===== config.mk =====
export PLATFORM = sky130hd
export DESIGN_NAME = quad_downcount_timer
export DESIGN_NICKNAME = d
export VERILOG_FILES = /design/src/rtl/qdt_pkg.sv /design/src/rtl/qdt_lane.sv /design/src/rtl/qdt_irq.sv /design/src/rtl/quad_downcount_timer.sv
export SDC_FILE = /design/constraint.sdc
export NUM_CORES = 1
export LEC_CHECK = 0
export BUFFER_PORTS_ARGS = -buffer_cell sky130_fd_sc_hd__buf_4
export CELL_PAD_IN_SITES_DETAIL_PLACEMENT = 1
export CELL_PAD_IN_SITES_GLOBAL_PLACEMENT = 1
export CORE_MARGIN = 2
export CORE_UTILIZATION = 30
export CTS_CLUSTER_SIZE = 12
export DETAILED_ROUTE_END_ITERATION = 10
export GPL_TIMING_DRIVEN = 0
export PLACE_DENSITY = 0.55
export SLEW_MARGIN = 20
export SYNTH_ARGS = -nofsm -noshare
export SYNTH_HDL_FRONTEND = slang
export SYNTH_SLANG_ARGS = --single-unit

===== constraint.sdc =====
create_clock -name clk -period 3.7 [get_ports clk]
set_clock_uncertainty 0.05 [all_clocks]
set_input_delay 0.74 -clock clk [delete_from_list [all_inputs] [get_ports clk]]
set_output_delay 0.74 -clock clk [all_outputs]
set_load 0.005 [all_outputs]

===== src/rtl/qdt_pkg.sv =====
package qdt_pkg;

    localparam int OFF_CTRL   = 'h00;
    localparam int OFF_IRQ    = 'h04;
    localparam int OFF_RELOAD = 'h10;
    localparam int OFF_COUNT  = 'h20;
    localparam int REG_STRIDE = 4;

    // per-clock decision of one channel
    typedef enum logic [1:0] {
        ACT_HOLD,
        ACT_STEP,
        ACT_REFILL,
        ACT_EXPIRE
    } lane_act_e;

    // lower half of the channels are narrow, upper half wide
    function automatic int lane_width(input int idx, input int n_ch,
                                      input int narrow_w, input int wide_w);
        return (idx < n_ch / 2) ? narrow_w : wide_w;
    endfunction

endpackage


===== src/rtl/qdt_lane.sv =====
module qdt_lane #(
    parameter int W = 32
) (
    input  logic         clk,
    input  logic         rst_n,
    input  logic         run,
    input  logic         periodic,
    input  logic [W-1:0] reload_val,
    input  logic         load_en,
    input  logic [W-1:0] load_val,
    output logic [W-1:0] count,
    output logic         hit
);
    import qdt_pkg::*;

    logic [W-1:0] count_q;
    lane_act_e    act;
    logic         at_edge;

    assign at_edge = (count_q == '0) || (count_q == W'(1));

    always_comb begin
        if (!run) begin
            act = ACT_HOLD;
        end else if (periodic) begin
            act = at_edge ? ACT_REFILL : ACT_STEP;
        end else if (count_q == W'(1)) begin
            act = ACT_EXPIRE;
        end else if (count_q == '0) begin
            act = ACT_HOLD;
        end else begin
            act = ACT_STEP;
        end
    end

    always_ff @(posedge clk) begin
        if (!rst_n) begin
            count_q <= '0;
        end else if (load_en) begin
            count_q <= load_val;
        end else begin
            unique case (act)
                ACT_HOLD:   count_q <= count_q;
                ACT_STEP:   count_q <= count_q - W'(1);
                ACT_REFILL: count_q <= reload_val;
                ACT_EXPIRE: count_q <= '0;
            endcase
        end
    end

    assign hit   = (act == ACT_REFILL) || (act == ACT_EXPIRE);
    assign count = count_q;

endmodule


===== src/rtl/qdt_irq.sv =====
module qdt_irq #(
    parameter int N_CH = 4
) (
    input  logic              clk,
    input  logic              rst_n,
    input  logic              wr,
    input  logic [2*N_CH-1:0] wdata,
    input  logic [N_CH-1:0]   hit,
    output logic [N_CH-1:0]   ie,
    output logic [N_CH-1:0]   pend,
    output logic              irq
);
    logic [N_CH-1:0] ie_q, pend_q, clr;

    assign clr = wr ? wdata[2*N_CH-1:N_CH] : '0;

    always_ff @(posedge clk) begin
        if (!rst_n) begin
            ie_q   <= '0;
            pend_q <= '0;
        end else begin
            if (wr) ie_q <= wdata[N_CH-1:0];
            pend_q <= (pend_q & ~clr) | hit;   // set beats clear
        end
    end

    assign ie   = ie_q;
    assign pend = pend_q;
    assign irq  = |(pend_q & ie_q);

endmodule


===== src/rtl/quad_downcount_timer.sv =====
module quad_downcount_timer #(
    parameter int N_CH     = 4,
    parameter int NARROW_W = 24,
    parameter int WIDE_W   = 32,
    parameter int DATA_W   = 32,
    parameter int ADDR_W   = 8
) (
    input  logic              clk,
    input  logic              rst_n,
    input  logic [ADDR_W-1:0] bus_addr,
    input  logic [DATA_W-1:0] bus_wdata,
    input  logic              bus_wr,
    input  logic              bus_rd,
    output logic [DATA_W-1:0] bus_rdata,
    output logic              irq
);
    import qdt_pkg::*;

    localparam int CTRL_W = 3 * N_CH;   // enable/mode pairs plus source bits

    logic [CTRL_W-1:0]             ctrl_q;
    logic [N_CH-1:0]               ie_q, pend_q, hit_vec;
    logic [N_CH-1:0][DATA_W-1:0]   cnt_vec, reload_vec;
    logic                          wr_ctrl, wr_irq;

    assign wr_ctrl = bus_wr && (bus_addr == ADDR_W'(OFF_CTRL));
    assign wr_irq  = bus_wr && (bus_addr == ADDR_W'(OFF_IRQ));

    always_ff @(posedge clk) begin
        if (!rst_n)       ctrl_q <= '0;
        else if (wr_ctrl) ctrl_q <= bus_wdata[CTRL_W-1:0];
    end

    for (genvar c = 0; c < N_CH; c++) begin : g_ch
        localparam int LW = lane_width(c, N_CH, NARROW_W, WIDE_W);
        localparam logic [ADDR_W-1:0] A_RLD = ADDR_W'(OFF_RELOAD + REG_STRIDE * c);
        localparam logic [ADDR_W-1:0] A_CNT = ADDR_W'(OFF_COUNT + REG_STRIDE * c);

        logic [LW-1:0] reload_q, lane_cnt;
        logic          wr_cnt;

        assign wr_cnt = bus_wr && (bus_addr == A_CNT) && !ctrl_q[2*c];

        always_ff @(posedge clk) begin
            if (!rst_n)                              reload_q <= '0;
            else if (bus_wr && (bus_addr == A_RLD))  reload_q <= bus_wdata[LW-1:0];
        end

        qdt_lane #(.W(LW)) u_lane (
            .clk        (clk),
            .rst_n      (rst_n),
            .run        (ctrl_q[2*c]),
            .periodic   (ctrl_q[2*c+1]),
            .reload_val (reload_q),
            .load_en    (wr_cnt),
            .load_val   (bus_wdata[LW-1:0]),
            .count      (lane_cnt),
            .hit        (hit_vec[c])
        );

        assign cnt_vec[c]    = DATA_W'(lane_cnt);
        assign reload_vec[c] = DATA_W'(reload_q);
    end

    qdt_irq #(.N_CH(N_CH)) u_irq (
        .clk   (clk),
        .rst_n (rst_n),
        .wr    (wr_irq),
        .wdata (bus_wdata[2*N_CH-1:0]),
        .hit   (hit_vec),
        .ie    (ie_q),
        .pend  (pend_q),
        .irq   (irq)
    );

    always_comb begin
        bus_rdata = '0;
        if (bus_rd) begin
            if (bus_addr == ADDR_W'(OFF_CTRL)) bus_rdata = DATA_W'(ctrl_q);
            if (bus_addr == ADDR_W'(OFF_IRQ))  bus_rdata = DATA_W'({pend_q, ie_q});
            for (int c = 0; c < N_CH; c++) begin
                if (bus_addr == ADDR_W'(OFF_RELOAD + REG_STRIDE * c)) bus_rdata = reload_vec[c];
                if (bus_addr == ADDR_W'(OFF_COUNT + REG_STRIDE * c))  bus_rdata = cnt_vec[c];
            end
        end
    end

endmodule


Yosys cells after proc, flatten, opt, wreduce, memory -nomap -nowiden
Cells that the tools add are included.
{ "word_totals": {"reg_bits": 244, "wordCells": 124} }
{ "classes": {"n_addsub": 4, "eq_ne": 29, "mux": 40, "bitwise": 4, "reduce_logical": 36} }
{ "ops": {"columns": ["cell", "count"], "rows": [
  ["2-to-1 mux 32 bit", 12],
  ["case mux 32 bit (3 select lines)", 2],
  ["case mux 24 bit (3 select lines)", 2],
  ["== test 32 x 1 -> 1 bit (second input constant)", 2],
  ["zero test 32 bit", 2],
  ["subtractor 32 x 1 -> 32 bit (second input constant)", 2],
  ["== test 24 x 1 -> 1 bit (second input constant)", 2],
  ["zero test 24 bit", 2],
  ["2-to-1 mux 24 bit", 2],
  ["subtractor 24 x 1 -> 24 bit (second input constant)", 2],
  ["== test 8 x 5 -> 1 bit (second input constant)", 4],
  ["== test 8 x 6 -> 1 bit (second input constant)", 4],
  ["2-to-1 mux 2 bit", 16],
  ["== test 2 bit (second input constant)", 8],
  ["logical AND 1 bit", 14],
  ["2-to-1 mux 12 bit", 1],
  ["bitwise AND 4 bit", 2],
  ["== test 2 x 1 -> 1 bit (second input constant)", 4],
  ["== test 8 x 3 -> 1 bit (second input constant)", 1],
  ["zero test 2 bit", 4],
  ["zero test 8 bit", 1],
  ["logical OR 1 bit", 8],
  ["!= test 2 x 1 -> 1 bit (second input constant)", 4],
  ["zero test 1 bit", 4],
  ["other kinds (5)", 8]
]} }

Depth between registers and ports, before layout
Gate-level depths: netlist of the first run.
{ "depth": {"word_depth": 12, "ltp_mapped": 11} }

Cells and area by module
From an unflattened synthesis of the first run, not the netlist that was laid out.
{ "unflattened": {"cells_unflattened": 2113, "area_unflattened_um2": 16185.5} }
{ "modules_own_cells": {"columns": ["module", "instances", "cells_each", "area_each_um2", "seq_area_each_um2"], "rows": [
  ["quad_downcount_timer", 1, 979, 7429.6, 2482.4],
  ["qdt_lane (g_ch[0].u_lane ...)", 2, 240, 1818.0, 480.5],
  ["qdt_lane (g_ch[3].u_lane)", 1, 305, 2412.3, 640.6],
  ["qdt_lane (g_ch[2].u_lane)", 1, 317, 2392.3, 640.6],
  ["qdt_irq", 1, 32, 315.3, 160.2]
]} }

Least setup slack after synthesis of the first run
No wires, ideal clock.
{ "synth_path": {"path_kind": "input -> output", "from": "input bus_addr[1]", "to": "output bus_rdata[14]", "t_arrival_ns": 2.568, "required_ns": 2.910, "path_slack_ns": 0.342, "stages": 7, "path_buffers": 1, "cell_sequence": "or4b_2 > clkbuf_1 > nor2_1 > a221o_1 > a21oi_1 > a211o_1 > a21oi_1"} }
{ "synth_via": {"elab_chain_cells": 10} }
{ "synth_lines": {"columns": ["item", "line_no", "text"], "rows": [
  ["start: declaration", "quad_downcount_timer.sv:10", "input logic [ADDR_W-1:0] bus_addr,"],
  ["== test 8 x 5 -> 1 bit", "quad_downcount_timer.sv:82", "if (bus_addr == ADDR_W'(OFF_RELOAD + REG_STRIDE * c)) bus_rdata = reload_vec[c];"],
  ["2-to-1 mux 32 bit", "quad_downcount_timer.sv:82", null],
  ["2-to-1 mux 32 bit", "quad_downcount_timer.sv:83", "if (bus_addr == ADDR_W'(OFF_COUNT + REG_STRIDE * c)) bus_rdata = cnt_vec[c];"],
  ["2-to-1 mux 32 bit", "quad_downcount_timer.sv:82", null],
  ["2-to-1 mux 32 bit", "quad_downcount_timer.sv:83", null],
  ["2-to-1 mux 32 bit", "quad_downcount_timer.sv:82", null],
  ["2-to-1 mux 32 bit", "quad_downcount_timer.sv:83", null],
  ["2-to-1 mux 32 bit", "quad_downcount_timer.sv:82", null],
  ["2-to-1 mux 32 bit (*)", "quad_downcount_timer.sv:83", null],
  ["2-to-1 mux 32 bit (*)", "quad_downcount_timer.sv:78", "if (bus_rd) begin"],
  ["end: declaration", "quad_downcount_timer.sv:14", "output logic [DATA_W-1:0] bus_rdata,"]
]} }
Mark *: on every way between the ends. The rest lies on a longest branch, timed or not.

Worst setup path in the final report of the first run
{ "layout_path": {"from": "input bus_addr[5]", "to": "output bus_rdata[10]"} }
{ "layout_via": {"elab_chain_cells": 12} }
{ "layout_lines": {"columns": ["item", "line_no", "text"], "rows": [
  ["zero test 8 bit", "quad_downcount_timer.sv:79", "if (bus_addr == ADDR_W'(OFF_CTRL)) bus_rdata = DATA_W'(ctrl_q);"],
  ["2-to-1 mux 12 bit", "quad_downcount_timer.sv:79", null],
  ["2-to-1 mux 32 bit", "quad_downcount_timer.sv:80", "if (bus_addr == ADDR_W'(OFF_IRQ)) bus_rdata = DATA_W'({pend_q, ie_q});"],
  ["2-to-1 mux 32 bit", "quad_downcount_timer.sv:82", null],
  ["2-to-1 mux 32 bit", "quad_downcount_timer.sv:83", null],
  ["2-to-1 mux 32 bit", "quad_downcount_timer.sv:82", null],
  ["2-to-1 mux 32 bit", "quad_downcount_timer.sv:83", null],
  ["2-to-1 mux 32 bit", "quad_downcount_timer.sv:82", null],
  ["2-to-1 mux 32 bit", "quad_downcount_timer.sv:83", null],
  ["2-to-1 mux 32 bit", "quad_downcount_timer.sv:82", null],
  ["2-to-1 mux 32 bit (*)", "quad_downcount_timer.sv:83", null],
  ["2-to-1 mux 32 bit (*)", "quad_downcount_timer.sv:78", null]
]} }
Marked as above.

==> results of run 1 <==
-- per-layer routing --
layer	vias to the layer above	track usage, %	wire [um]
li1	8105	-	-
met1	9347	44.70	39670
met2	809	54.14	41410
met3	244	4.703	6001
met4	2	19.35	6220
met5	-	0	13
-- power by group through the flow --
| stage | registers, W | clock network [W] | logic [W] |
|---|---|---|---|
| 2_1_floorplan | 0.00269 | 0 | 0.000254 |
| 3_3_place_gp | 0.00270 | 0 | 0.000515 |
| 3_5_place_dp | 0.00270 | 0 | 0.000522 |
| 4_1_cts | 0.00264 | 0.00357 | 0.000544 |
| 5_1_grt | 0.00264 | 0.00366 | 0.000585 |
| 6_report | 0.00264 | 0.00354 | 0.000569 |
-- cell usage in the layout (no fill, tap or decap), types with 13 or more instances in the layout --
| master | Yosys | layout |
|---|---|---|
| sky130_fd_sc_hd__o31ai_1 | 31 | 29 |
| sky130_fd_sc_hd__buf_6 | 10 | 13 |
| sky130_fd_sc_hd__nand2b_1 | 15 | 15 |
| sky130_fd_sc_hd__a221oi_1 | 23 | 21 |
| sky130_fd_sc_hd__o211ai_1 | 20 | 20 |
| sky130_fd_sc_hd__clkbuf_1 | 153 | 122 |
| sky130_fd_sc_hd__nor4_1 | 39 | 35 |
| sky130_fd_sc_hd__o21ai_0 | 115 | 115 |
| sky130_fd_sc_hd__inv_1 | 16 | 16 |
| sky130_fd_sc_hd__o22ai_1 | 47 | 37 |
| sky130_fd_sc_hd__xor2_1 | 38 | 38 |
| sky130_fd_sc_hd__a211oi_1 | 15 | 15 |
| sky130_fd_sc_hd__buf_4 | 6 | 86 |
| sky130_fd_sc_hd__nor2_1 | 172 | 165 |
| sky130_fd_sc_hd__a31oi_1 | 32 | 32 |
| sky130_fd_sc_hd__a22oi_1 | 43 | 39 |
| sky130_fd_sc_hd__nand3_1 | 43 | 43 |
| sky130_fd_sc_hd__xnor2_1 | 25 | 25 |
| sky130_fd_sc_hd__clkbuf_2 | 2 | 24 |
| sky130_fd_sc_hd__a21oi_1 | 267 | 256 |
| sky130_fd_sc_hd__nand2_1 | 378 | 378 |
| sky130_fd_sc_hd__buf_2 | 17 | 20 |
| sky130_fd_sc_hd__nand4_1 | 16 | 16 |
| sky130_fd_sc_hd__or4_1 | 19 | 19 |
| sky130_fd_sc_hd__clkbuf_16 | 0 | 37 |
| sky130_fd_sc_hd__or3_1 | 18 | 18 |
| sky130_fd_sc_hd__nor3_1 | 62 | 54 |
| sky130_fd_sc_hd__and3_1 | 17 | 17 |
| sky130_fd_sc_hd__dfxtp_1 | 244 | 244 |
| sky130_fd_sc_hd__mux2i_1 | 30 | 30 |
-- registers in the layout, indices dropped and copies added, names as in the netlist --
signal / count
g_ch.u_lane.count: 112
ctrl_q: 12
g_ch.reload_q: 112
u_irq.pend: 4
u_irq.ie: 4
-- final cells by class --
type / count / area share (%)
clock inverters: 9 / 0.6572
flip-flops and latches: 244 / 26.18
multi-input cells: 1681 / 54.42
inverters: 18 / 0.3621
clock buffers: 51 / 5.566
well taps: 680 / 4.560
plain buffers: 191 / 5.144
repair buffers: 76 / 3.098
diodes: 1 / 0.01341
-- repair_timing --
action / 4_1_cts / 5_1_grt
cloned: 0 / 0
setup endpoints to repair: 32 / 72
gates resized for setup: 87 / 41
pin swaps: 10 / 7
buffers inserted: 12 / 6
-- through the flow --
step	util (%)	cell area (sq um)	hold WS [ns]	setup TNS (ns)	power [W]
floorplan	-	15560	0.3866	0	0.002948
global placement	32.82	16830	0.4126	-46.76	0.003213
detailed placement	32.93	16900	0.4194	-37.10	0.003220
CTS	35.97	18450	0.4172	-0.01708	0.006758
global route	36.36	18650	0.4391	-0.03817	0.006884
finish	36.37	18660	0.4296	-0.1197	0.006752
-- kinds of logic (layout without fill, tap and decap cells) --
family / after synthesis / in the layout / share of synthesized area [%]
AND/OR/NAND/NOR: 844 / 844 / 25.47
AO/OA/AOI/OAI: 721 / 721 / 29.82
flip-flops: 244 / 244 / 31.39
buffers and inverters: 215 / 345 / 6.102
XOR/XNOR: 63 / 63 / 3.545
multiplexers: 42 / 42 / 2.798
adder cells (fa/ha/maj): 11 / 11 / 0.8843
other: 0 / 1 / 0
-- how the worst max path moves through the flow --
| stage | depth (start not counted) | end |
|---|---|---|
| 2_1_floorplan | 7 | bus_rdata[14] |
| 3_3_place_gp | 9 | bus_rdata[10] |
| 3_5_place_dp | 10 | bus_rdata[17] |
| 4_1_cts | 9 | bus_rdata[3] |
| 5_1_grt | 10 | bus_rdata[10] |
| 6_report | 10 | bus_rdata[10] |
-- synth_stat cells (6+ instances only) --
cell and n:
sky130_fd_sc_hd__inv_1 16, sky130_fd_sc_hd__buf_2 17, sky130_fd_sc_hd__a21oi_1 267, sky130_fd_sc_hd__nor4_2 7, sky130_fd_sc_hd__or4_1 19, sky130_fd_sc_hd__nor3b_1 9, sky130_fd_sc_hd__o21ai_0 115, sky130_fd_sc_hd__or3_1 18
sky130_fd_sc_hd__xor2_1 38, sky130_fd_sc_hd__o21a_1 6, sky130_fd_sc_hd__clkbuf_1 153, sky130_fd_sc_hd__o221ai_1 16, sky130_fd_sc_hd__o221a_2 8, sky130_fd_sc_hd__and3_1 17, sky130_fd_sc_hd__o22ai_1 47, sky130_fd_sc_hd__a311oi_1 11
sky130_fd_sc_hd__nand3_1 43, sky130_fd_sc_hd__dfxtp_1 244, sky130_fd_sc_hd__nor3_1 62, sky130_fd_sc_hd__mux2_2 12, sky130_fd_sc_hd__xnor2_1 25, sky130_fd_sc_hd__nand2b_1 15, sky130_fd_sc_hd__nand2_1 378, sky130_fd_sc_hd__buf_6 10
sky130_fd_sc_hd__a22oi_1 43, sky130_fd_sc_hd__nor2_1 172, sky130_fd_sc_hd__nand4b_1 9, sky130_fd_sc_hd__a222oi_1 6, sky130_fd_sc_hd__nand4_1 16, sky130_fd_sc_hd__a211oi_1 15, sky130_fd_sc_hd__or2_2 8, sky130_fd_sc_hd__o31ai_1 31
sky130_fd_sc_hd__mux2i_1 30, sky130_fd_sc_hd__a31oi_1 32, sky130_fd_sc_hd__ha_1 11, sky130_fd_sc_hd__nor4_1 39, sky130_fd_sc_hd__buf_1 6, sky130_fd_sc_hd__a32o_1 11, sky130_fd_sc_hd__buf_4 6, sky130_fd_sc_hd__a221oi_1 23
sky130_fd_sc_hd__a221o_1 6, sky130_fd_sc_hd__o211ai_1 20
-- worst max-delay path, cell delays in order --
cell	delay [ns]
sky130_fd_sc_hd__buf_4	0.15
sky130_fd_sc_hd__nor4b_4	0.13
sky130_fd_sc_hd__buf_4	0.16
sky130_fd_sc_hd__clkbuf_8	0.20
sky130_fd_sc_hd__a221oi_1	0.44
sky130_fd_sc_hd__a21oi_1	0.14
sky130_fd_sc_hd__a221oi_1	0.45
sky130_fd_sc_hd__a221o_1	0.24
sky130_fd_sc_hd__a21oi_2	0.10
sky130_fd_sc_hd__buf_4	0.20
==> impl_metrics.tcl, run 1 <==
set metrics [dict create \
    synth_ff_type "sky130_fd_sc_hd__dfxtp_1" \
    drt-vias-per-instance 6.271 \
    drc_violations_left 0 \
    synth_seq_cells 244 \
    routed_wl_um 93310 \
    insertion_delay_ns 0.55 \
    core_area_sq_um 51300 \
    violations "negative setup slack" \
    finalSetupViolations 5 \
    irDropWorstVdd_mv 0.2825 \
    postSynthAreaPerCell_sq_um 7.273 \
    placementRows 83 \
    timing.critical_path.from "bus_addr[5]" \
    dr_total_vias 18510 \
    root_buffer "sky130_fd_sc_hd__clkbuf_16" \
    clock.fmax_ghz 0.2664 \
    sw_frac_of_total_pct 27.08 \
    synth_top_area_cell "sky130_fd_sc_hd__dfxtp_1" \
    number_of_global_route_vias_before_repair 18420 \
    seq_area_frac_synth_pct 31.39 \
    grt_setup_unrepaired "true" \
    synth.yosys.warnings 0 \
    wire_length_of_the_first_global_routing_pass_um 133800 \
    clock_power_share_pct 52.5 \
    clock-sinks 244 \
    place.detailed.instances 2878 \
    post-route-worst-setup-slack_ns -0.05404 \
    cp.arrival_ns 2.96 \
    ratio_of_final_minimum_period_to_clock_period_pct 101.5 \
    globalRouteTotalUtil_pct 34.23 \
    syn_inst 2140 \
    grt.overflow.total 0 \
    tritoncts "done" \
    critPathLaunchType "input port" \
    criticalPathCategory "input port to primary output" \
    cts_max_level 2 \
    r2r.worst_path.cells 10 \
    p_leak_nw 6.759 \
    critical_path.reg2reg.endpoint "g_ch[2].u_lane.count[23]" \
    cp_endpoint_kind "primary output" \
    report.final.hold_viol_count 0 \
    slew_viol_final 0 \
    timing.max_cap.violations 0 \
    synthDominantCellAreaShare_pct 31.39 \
    post_drt_wl_per_cell_um 31.62 \
    required_ns 2.91 \
    antenna_found_initial 2 \
    max_slew.worst_pin.slew_ns 1.234 \
    async_reset_ff_share_pct 0 \
    number_of_enable_type_register_cells_in_the_synthesized_netlist 0 \
    design.die.area_sq_um 53720 \
    drt_iter0_drc 1631 \
    clk_pin_slew_ns 0.06 \
    cts_buffers 34 \
    layout-area-overhead-vs-synth_pct 19.87 \
    die_width_um 231.8 \
    mappedNetlistArea_sq_um 15560 \
    nNetsFinal 2301 \
    cell_internal_pwr_w 0.004923 \
    final_layout_size_suffix_gt1_share_pct 14.19 \
    ios 77 \
    share_seq_of_total_power_pct 39.1 \
    place_worst_setup_slack_ns -1.045 \
    timing.hold.worst_endpoint "g_ch[3].reload_q[7]" \
    synthesis.nets 2195 \
    run_status "complete, but fails checks" \
    clk_path_buf_depth 3 \
    multi_input_area_sq_um 10150 \
    ant_nets 0 \
    max-slew-margin-rel_pct 17.74 \
    detail_route.first_pass.iterations 5 \
    sequential_standard_cell_area_sq_um 4885 \
    pwr_density_cell_nw_per_um2 361.9 \
    dieHeight_um 231.8 \
    reg2reg_setup_slack_ns 0.15 \
    cts_hold_buf 0 \
    placer_congestion 1.038 \
    min_from "g_ch[3].reload_q[7]" \
    netlist-cell-type-count 90 \
    final-instance-count-excl-fill 2951 \
    maximum_number_of_pins_on_one_net_before_global_route_repair 12 \
    netSwitchingPower_w 0.001829 \
    fillCellCount 6302 \
    post-route-min-period_ns 3.754 \
    port_buffers 56 \
    r2r-start "g_ch[2].u_lane.count[16]" \
    min_delay_path_depth 2 \
    critical_path_peak_fanout 10 \
    comb_power_share_pct 8.4 \
    min_path_type "register to register" \
    synth_top_cells_by_area "sky130_fd_sc_hd__dfxtp_1 31%, sky130_fd_sc_hd__nand2_1 9.1%, sky130_fd_sc_hd__a21oi_1 8.6%" \
    floorplan.initialDensity_pct 30.34 \
    detailedPlacementHpwl_um 69450 \
]
Note: power is estimated with default switching activity, not from simulation.
==> inputs of run 2 (changes only) <==
--- a/constraint.sdc
+++ b/constraint.sdc
@@ -4,2 +4,2 @@
 set_output_delay 0.74 -clock clk [all_outputs]
-set_load 0.005 [all_outputs]
+set_load 0.1 [all_outputs]
==> run 2 against run 1 <==
The flow still finishes with violations (negative setup slack). Final area grew 4.7%. Global-route usage is 0.37 points lower. Wire length decreased by 0.80%. Largest cell class unchanged. Combinational power is 8.1% higher. Non-clock buffer count increased by 9.
==> impl_metrics.tcl, run 2 (synthesis results as in run 1) <==
set metrics [dict create \
    run_status "complete, but fails checks" \
    violations "negative setup slack" \
    num_antenna_cells 0 \
    floorplan.initialDensity_pct 30.34 \
    core_area_sq_um 51300 \
    critical_path_peak_fanout 7 \
    wire_length_of_the_first_global_routing_pass_um 131700 \
    max-slew-margin-rel_pct 17.86 \
    finalSetupViolations 8 \
    die_width_um 231.8 \
    share_seq_of_total_power_pct 38.1 \
    pwr_density_cell_nw_per_um2 355.2 \
    min_path_type "input port to register" \
    nNetsFinal 2311 \
    placementRows 83 \
    post-route-min-period_ns 3.736 \
    dr_total_vias 18370 \
    criticalPathCategory "input port to primary output" \
    final_cell_mix "377 x sky130_fd_sc_hd__nand2_1, 244 x sky130_fd_sc_hd__dfxtp_1, 242 x sky130_fd_sc_hd__a21oi_1, 163 x sky130_fd_sc_hd__nor2_1, 118 x sky130_fd_sc_hd__clkbuf_1" \
    final_layout_size_suffix_gt1_share_pct 16.34 \
    clk_path_buf_depth 3 \
    clk_pin_slew_ns 0.06 \
    insertion_delay_ns 0.57 \
    sw_frac_of_total_pct 26.78 \
    post_drt_wl_per_cell_um 31.31 \
    tritoncts "done" \
    netSwitchingPower_w 0.001859 \
    dieHeight_um 231.8 \
    placer_congestion 0.9796 \
    globalRouteTotalUtil_pct 33.86 \
    timing.max_cap.violations 0 \
    drc_violations_left 0 \
    max_slew.worst_pin.slew_ns 1.232 \
    detailedPlacementHpwl_um 69490 \
    grt.overflow.total 0 \
    cts_hold_buf 0 \
    final_common_cell "sky130_fd_sc_hd__nand2_1" \
    fin_util_pct 38.09 \
    clock_power_share_pct 53.1 \
    antenna_found_initial 2 \
    report.final.hold_viol_count 0 \
    cell_internal_pwr_w 0.005082 \
    p_leak_nw 6.958 \
    ant_nets 0 \
    routed_wl_um 92570 \
    port_buffers 56 \
    holdWs_ns 0.4223 \
    maximum_number_of_pins_on_one_net_before_global_route_repair 13 \
    cts_max_level 2 \
    root_buffer "sky130_fd_sc_hd__clkbuf_16" \
    post-route-worst-setup-slack_ns -0.03633 \
    detail_route.first_pass.iterations 7 \
    grt_setup_unrepaired "true" \
    critPathLaunchType "input port" \
    ios 77 \
    p_total_w 0.006941 \
    irDropWorstVdd_mv 0.2610 \
    cp.arrival_ns 2.95 \
    design.die.area_sq_um 53720 \
    cts_buffers 34 \
    ratio_of_final_minimum_period_to_clock_period_pct 101.0 \
    slew_viol_final 0 \
    cp_endpoint_kind "primary output" \
    comb_power_share_pct 8.9 \
    clock-sinks 244 \
    drt_iter0_drc 1817 \
    drt-vias-per-instance 6.212 \
    number_of_global_route_vias_before_repair 18020 \
    clock.fmax_ghz 0.2676 \
    required_ns 2.91 \
    layout-area-overhead-vs-synth_pct 25.56 \
]
## run 2: final timing paths
path                       startpoint                      end  slack [ns]  cells after the start
max                       bus_addr[4]             bus_rdata[0]       -0.04                      9
min                     bus_wdata[25]     g_ch[2].reload_q[25]        0.42                      3
min reg2reg      g_ch[3].reload_q[12]     g_ch[3].reload_q[12]        0.43                      2
max reg2reg  g_ch[2].u_lane.count[16]  g_ch[2].u_lane.count[6]        0.23                     11
## run 2: per-layer routing
layer | track usage, % | up-vias | routed length (um)
met1 | 44.50 | 9273 | 39810
li1 | - | 8124 | -
met2 | 55.16 | 766 | 42350
met4 | 14.96 | 0 | 4681
met5 | 0 | - | 0
met3 | 4.629 | 207 | 5719
## run 2: worst max-delay path, cell delays in order
cell and delay, ns:
sky130_fd_sc_hd__buf_12 0.11, sky130_fd_sc_hd__or4b_4 0.62, sky130_fd_sc_hd__clkbuf_16 0.21, sky130_fd_sc_hd__buf_12 0.15, sky130_fd_sc_hd__o22ai_4 0.21, sky130_fd_sc_hd__a22oi_2 0.11
sky130_fd_sc_hd__o211ai_1 0.31, sky130_fd_sc_hd__a31oi_4 0.25, sky130_fd_sc_hd__buf_12 0.23
## run 2: timing repair
action                                 CTS  global route
gates cloned                             1             0
setup endpoints to repair               32            66
setup buffers                           17            10
endpoints found under the hold margin    0             0
gates resized for setup                150            63
pin swaps                               20            23
## run 2: power groups by stage
| stage | clock (W) | sequential, W | combinational [W] |
|---|---|---|---|
| 2_1_floorplan | 0 | 0.00269 | 0.000277 |
| 3_3_place_gp | 0 | 0.00270 | 0.000537 |
| 3_5_place_dp | 0 | 0.00270 | 0.000544 |
| 4_1_cts | 0.00371 | 0.00264 | 0.000586 |
| 5_1_grt | 0.00382 | 0.00264 | 0.000632 |
| 6_report | 0.00369 | 0.00264 | 0.000615 |
## run 2: area by class of cell
| class | instances | area (sq um) |
|---|---|---|
| inverter | 18 | 67.56 |
| clock inverter | 12 | 217.7 |
| buffer | 191 | 1044 |
| multi-input combinational | 1682 | 10620 |
| clock buffer | 45 | 985.9 |
| timing repair buffer | 85 | 873.3 |
| fill | 6236 | 31760 |
| tap | 680 | 850.8 |
| sequential | 244 | 4885 |
## run 2: stage by stage
step	std cells	area, sq um	setup WS (ns)	setup TNS [ns]
global route	2957	19540	-0.05812	-0.1473
floorplan	2140	15920	-0.08555	-0.2186
CTS	2948	19220	-0.03999	-0.07700
global placement	2876	17190	-1.342	-62.64
detailed placement	2878	17270	-1.265	-27.54
finish	2957	19540	-0.03633	-0.1982
